**config.mk**
```make
export PLATFORM = sky130hd
export DESIGN_NAME = flash_lock_seq
export DESIGN_NICKNAME = d
export VERILOG_FILES = /design/src/rtl/flash_lock_pkg.sv /design/src/rtl/fls_status_decode.sv /design/src/rtl/fls_poll_timer.sv /design/src/rtl/flash_lock_seq.sv
export SDC_FILE = /design/constraint.sdc
export NUM_CORES = 1
export LEC_CHECK = 0
export ABC_CLOCK_PERIOD_IN_PS = 2560
export BUFFER_PORTS_ARGS = -buffer_cell sky130_fd_sc_hd__buf_2
export CORE_MARGIN = 2
export CORE_UTILIZATION = 49
export CTS_BUF_LIST = sky130_fd_sc_hd__clkbuf_4 sky130_fd_sc_hd__clkbuf_8
export DETAILED_ROUTE_END_ITERATION = 8
export PLACE_DENSITY = 0.88
export SYNTH_ARGS = -nofsm -noshare
export SYNTH_HDL_FRONTEND = slang
export SYNTH_HIERARCHICAL = 1
export SYNTH_SLANG_ARGS = --single-unit
```
**constraint.sdc**
```tcl
create_clock -name clk_i -period 2.56 [get_ports clk_i]
set_input_delay 0.512 -clock clk_i [delete_from_list [all_inputs] [get_ports clk_i]]
set_output_delay 0.512 -clock clk_i [all_outputs]
set_load 0.01 [all_outputs]
```
**src/rtl/flash_lock_pkg.sv**
```systemverilog
package flash_lock_pkg;

  typedef enum logic [2:0] {
    ST_IDLE,
    ST_SETUP,
    ST_CONFIRM,
    ST_POLL,
    ST_CLEAR,
    ST_ARRAY,
    ST_DONE
  } seq_state_e;

  typedef enum logic [2:0] {
    RES_OK      = 3'd0,
    RES_VPP     = 3'd1,
    RES_PROT    = 3'd2,
    RES_CMDSEQ  = 3'd3,
    RES_LOCK    = 3'd4,
    RES_TIMEOUT = 3'd5
  } lock_res_e;

  localparam logic [7:0] CMD_LOCK_SETUP = 8'h60;
  localparam logic [7:0] CMD_CONF_BLOCK = 8'h01;
  localparam logic [7:0] CMD_CONF_MASTER = 8'hF1;
  localparam logic [7:0] CMD_CLR_STATUS = 8'h50;
  localparam logic [7:0] CMD_READ_ARRAY = 8'hFF;

  localparam int unsigned SB_READY = 7;
  localparam int unsigned SB_SEQ   = 5;
  localparam int unsigned SB_LOCK  = 4;
  localparam int unsigned SB_VOLT  = 3;
  localparam int unsigned SB_PROT  = 1;

endpackage

```
**src/rtl/fls_status_decode.sv**
```systemverilog
module fls_status_decode
  import flash_lock_pkg::*;
(
  input  logic [7:0] status_i,
  output logic       ready_o,
  output lock_res_e  res_o
);

  logic unused_bits;
  assign unused_bits = ^{status_i[6], status_i[2], status_i[0]};

  assign ready_o = status_i[SB_READY];

  // fixed priority: voltage, protect, sequence, lock
  always_comb begin
    if (status_i[SB_VOLT])                          res_o = RES_VPP;
    else if (status_i[SB_PROT])                     res_o = RES_PROT;
    else if (status_i[SB_LOCK] && status_i[SB_SEQ]) res_o = RES_CMDSEQ;
    else if (status_i[SB_LOCK])                     res_o = RES_LOCK;
    else                                            res_o = RES_OK;
  end

endmodule

```
**src/rtl/fls_poll_timer.sv**
```systemverilog
module fls_poll_timer #(
  parameter int unsigned POLL_LIMIT = 64
) (
  input  logic clk_i,
  input  logic rst_ni,
  input  logic clr_i,
  input  logic inc_i,
  output logic last_o
);

  localparam int unsigned CW = (POLL_LIMIT < 2) ? 1 : $clog2(POLL_LIMIT + 1);
  localparam logic [CW-1:0] LAST_VAL = CW'(POLL_LIMIT - 1);

  logic [CW-1:0] cnt_q;

  always_ff @(posedge clk_i or negedge rst_ni) begin
    if (!rst_ni)    cnt_q <= '0;
    else if (clr_i) cnt_q <= '0;
    else if (inc_i) cnt_q <= cnt_q + 1'b1;
  end

  assign last_o = (cnt_q == LAST_VAL);

  p_cnt_bound_r8: assert property (@(posedge clk_i) disable iff (!rst_ni)
    cnt_q <= LAST_VAL);

  p_inc_not_last_r8: assert property (@(posedge clk_i) disable iff (!rst_ni)
    (inc_i && !clr_i) |=> (cnt_q != '0));

endmodule

```
**src/rtl/flash_lock_seq.sv**
```systemverilog
module flash_lock_seq
  import flash_lock_pkg::*;
#(
  parameter int unsigned AW         = 16,
  parameter int unsigned POLL_LIMIT = 64
) (
  input  logic          clk_i,
  input  logic          rst_ni,
  input  logic          start_i,
  input  logic          master_i,
  input  logic [AW-1:0] addr_i,
  output logic          bus_req_o,
  output logic          bus_we_o,
  output logic [AW-1:0] bus_addr_o,
  output logic [7:0]    bus_wdata_o,
  input  logic          bus_ack_i,
  input  logic [7:0]    bus_rdata_i,
  output logic          busy_o,
  output logic          done_o,
  output logic [2:0]    result_o
);

  seq_state_e    state_q, state_d;
  lock_res_e     res_q, res_d;
  logic          master_q;
  logic [AW-1:0] addr_q;

  logic      st_ready;
  lock_res_e st_res;
  logic      poll_last;
  logic      poll_inc;
  logic      capture;

  fls_status_decode u_decode (
    .status_i (bus_rdata_i),
    .ready_o  (st_ready),
    .res_o    (st_res)
  );

  fls_poll_timer #(.POLL_LIMIT(POLL_LIMIT)) u_timer (
    .clk_i  (clk_i),
    .rst_ni (rst_ni),
    .clr_i  (state_q != ST_POLL),
    .inc_i  (poll_inc),
    .last_o (poll_last)
  );

  assign capture  = (state_q == ST_IDLE) && start_i;
  assign poll_inc = (state_q == ST_POLL) && bus_ack_i && !st_ready && !poll_last;

  always_comb begin
    state_d = state_q;
    res_d   = res_q;
    unique case (state_q)
      ST_IDLE:    if (start_i) state_d = ST_SETUP;
      ST_SETUP:   if (bus_ack_i) state_d = ST_CONFIRM;
      ST_CONFIRM: if (bus_ack_i) state_d = ST_POLL;
      ST_POLL: begin
        if (bus_ack_i) begin
          if (st_ready) begin
            res_d   = st_res;
            state_d = (st_res == RES_OK) ? ST_ARRAY : ST_CLEAR;
          end else if (poll_last) begin
            res_d   = RES_TIMEOUT;
            state_d = ST_ARRAY;
          end
        end
      end
      ST_CLEAR:   if (bus_ack_i) state_d = ST_ARRAY;
      ST_ARRAY:   if (bus_ack_i) state_d = ST_DONE;
      ST_DONE:    state_d = ST_IDLE;
      default:    state_d = ST_IDLE;
    endcase
  end

  always_ff @(posedge clk_i or negedge rst_ni) begin
    if (!rst_ni) begin
      state_q  <= ST_IDLE;
      res_q    <= RES_OK;
      master_q <= 1'b0;
      addr_q   <= '0;
    end else begin
      state_q <= state_d;
      res_q   <= res_d;
      if (capture) begin
        master_q <= master_i;
        addr_q   <= addr_i;
      end
    end
  end

  always_comb begin
    bus_req_o   = 1'b1;
    bus_we_o    = 1'b1;
    bus_wdata_o = 8'h00;
    unique case (state_q)
      ST_SETUP:   bus_wdata_o = CMD_LOCK_SETUP;
      ST_CONFIRM: bus_wdata_o = master_q ? CMD_CONF_MASTER : CMD_CONF_BLOCK;
      ST_POLL:    bus_we_o    = 1'b0;
      ST_CLEAR:   bus_wdata_o = CMD_CLR_STATUS;
      ST_ARRAY:   bus_wdata_o = CMD_READ_ARRAY;
      default: begin
        bus_req_o = 1'b0;
        bus_we_o  = 1'b0;
      end
    endcase
  end

  assign bus_addr_o = addr_q;
  assign busy_o     = (state_q != ST_IDLE);
  assign done_o     = (state_q == ST_DONE);
  assign result_o   = res_q;

  p_req_hold_r3: assert property (@(posedge clk_i) disable iff (!rst_ni)
    (bus_req_o && !bus_ack_i) |=> (bus_req_o && $stable(bus_we_o)
      && $stable(bus_addr_o) && $stable(bus_wdata_o)));

  p_poll_follows_confirm_r4: assert property (@(posedge clk_i) disable iff (!rst_ni)
    (state_q == ST_CONFIRM && bus_ack_i) |=> (bus_req_o && !bus_we_o));

  p_clear_only_on_err_r6: assert property (@(posedge clk_i) disable iff (!rst_ni)
    (state_q == ST_CLEAR) |-> (res_q != RES_OK && res_q != RES_TIMEOUT));

  p_done_pulse_r7: assert property (@(posedge clk_i) disable iff (!rst_ni)
    done_o |=> (!done_o && !busy_o));

  p_done_quiet_bus_r7: assert property (@(posedge clk_i) disable iff (!rst_ni)
    done_o |-> !bus_req_o);

  p_start_ignored_r9: assert property (@(posedge clk_i) disable iff (!rst_ni)
    busy_o |=> ($stable(addr_q) && $stable(master_q)));

endmodule

```
==> run metrics <==
status complete, no violations; CTS resizes 0; Max Cap Viol 0; reg2reg end u_timer/cnt_q[5]; most frequent cells after synthesis 30 x dfrtp_1, 18 x mux2_2, 10 x nand2_1, 9 x nor2_1, 7 x o21ai_0; Syn Inst Count 124; Power Density 1185 nW/µm²; Inserted Clock Buffers 5; Nets 211; cell area after layout 1832 µm²; worst min-delay path class in2async; final setup skew 0.01575 ns; clk root buf clkbuf_4; Crit Path Category reg2out; P&R area growth vs syn 26.97%; Tmin final 2.229 ns; required time worst endpoint 2.05 ns; Filler cells 232; antenna viol nets, final 0; Slew Limit Fails 0; largest net degree at the start of global routing 31; clk sink count 30; final WL 2.901 mm; Max Root-Sink Buffers 2; largest cells by area after synthesis dfrtp_1 52%, mux2_2 14%, nand2_1 2.6%; CP Max Fanout 17; footprint of the multi-input gates 620.6 µm²; cell row count 19; Synth Flop Type dfrtp_1; Synth cell types 35; grt total ovfl 0; Total Power 2170 µW; cell taking the most area after synthesis dfrtp_1; Yosys reg bits 30; Yosys warnings 6; final period utilization 87.09%; max frequency 448.5 MHz; Clock Latency Late Sink 0.34 ns; # port buffers 56; Rel. slew slack 56.83%; Worst setup SP type register; worst vdd ir 0.9755 mV; Reg2Reg Depth 6; GP Congestion 0.7786; H-tree levels 2; Die ar. 3394 µm²; antenna violations before repair 0; Worst Tran Pin Value 0.6475 ns; Mean Syn Cell Area 11.63 µm²; post-DP HPWL 2.201 mm; syn nets 154; routed vias 1152; RSZ-0062 raised after global routing false; Post-CTS Setup Inserts 0; Worst-path clk slew 0.11 ns; Arr. time, crit path 1.72 ns; final hold vios 0; R2R Setup Slk 0.62 ns; CTS tree done; first-pass GRT wire length 4.526 mm; Netlist Area Pre-Place 1443 µm²; CP startpoint state_q[1]; Pre-antenna DRT Iters 4; vias in the first global route 1075; Reg area 750.7 µm²; crit path to bus_wdata_o[2]; CORE AREA 2781 µm²; LEAKAGE 0.0009069 µW; Layout Cells excl Fill 213; Finish-stage setup viols 0; Placed Area 1720 µm²; I/O pin cnt 60; routed vias/inst 5.408; worst r2r src state_q[1]; top-count cell post-synth dfrtp_1; drt drc 0; area share of the largest cell type after synthesis 52.04%; Seq/Total Area, Yosys 52.04%; Crit. End Element output pin; Die Width 58.26 µm; Fin Hold WS 0.1865 ns; fraction of registers with async set/reset 100.0%; final setup TNS 0 ns; placed cells 205; share of post-route cells with drive strength above 1 48.90%; initial core utilization 51.87%; total track usage 18.25%; # diodes 0; number of enable flip-flop cells after synthesis 0; hold buffers post-CTS 0; drt first-iter violations 63; routed length per instance 13.62 µm; Die H 58.26 µm
report_power, final:
| group | internal (µW) | total (µW) | switching (µW) | leakage, µW |
|---|---|---|---|---|
| sequential | 657 | 824 | 167 | 0.000372 |
| combinational | 435 | 847 | 413 | 0.000476 |
| clock | 331 | 499 | 168 | 0.0000585 |
kinds of logic after synthesis:
kind of cell	count (synthesis)	synth area share, %
and+or+nand+nor	37	15.27
DFF	30	52.04
AOI/OAI and AO/OA	20	9.107
muxes	19	14.74
buffers and inverters	12	4.943
xor gates and xnor gates	5	3.036
adders and majority gates	1	0.8672
registers in the layout, indices dropped and copies added (netlist names):
signal	flops
master_q	1
bus_addr_o	16
result_o	3
state_q	3
u_timer/cnt_q	7
layout make-up:
type	instances	share of cell area, %
inverter	4	0.8197
tap	31	2.117
sequential	30	40.98
multi-input combinational	82	33.88
clock inverter	2	3.279
clock buffer	6	2.801
timing repair buffer	58	16.12
metal layers:
metal / up-vias / global-route usage [%] / wire, µm
li1: 551 / - / -
met1: 543 / 21.02 / 1267
met2: 52 / 29.70 / 1341
met3: 6 / 6.920 / 250
met4: 0 / 8.970 / 41
met5: - / 0 / 0
worst min-delay path by stage:
stage | depth (start not counted) | to | from
2_1_floorplan | 0 | bus_addr_o[0] | rst_ni
3_3_place_gp | 1 | result_o[1] | result_o[1]
3_5_place_dp | 1 | bus_addr_o[9] | bus_addr_o[9]
4_1_cts | 1 | state_q[2] | rst_ni
5_1_grt | 1 | state_q[2] | rst_ni
6_report | 1 | state_q[2] | rst_ni
per-stage QoR:
step | util [%] | setup WS, ns
global route | 65.86 | 0.2173
finish | 65.86 | 0.3306
CTS | 65.86 | 0.3233
floorplan | - | 0.6092
global placement | 61.85 | 0.7592
detailed placement | 61.85 | 0.6511
worst max-delay path: stages, from the launching register on:
cell and delay [ns]:
dfrtp_1 0.58, nand2b_1 0.27, or2_2 0.32, inv_1 0.08
buf_2 0.13
cell usage in the layout, fill, tap and decap left out, drive strengths merged, types with 4 or more instances in the layout:
cell type / instances
a21oi: 4
dfrtp: 30
nand2: 10
o21ai: 7
clkbuf: 6
buf: 58
mux2: 18
nor2: 9
inv: 4
(Power assumes the default switching activity.)
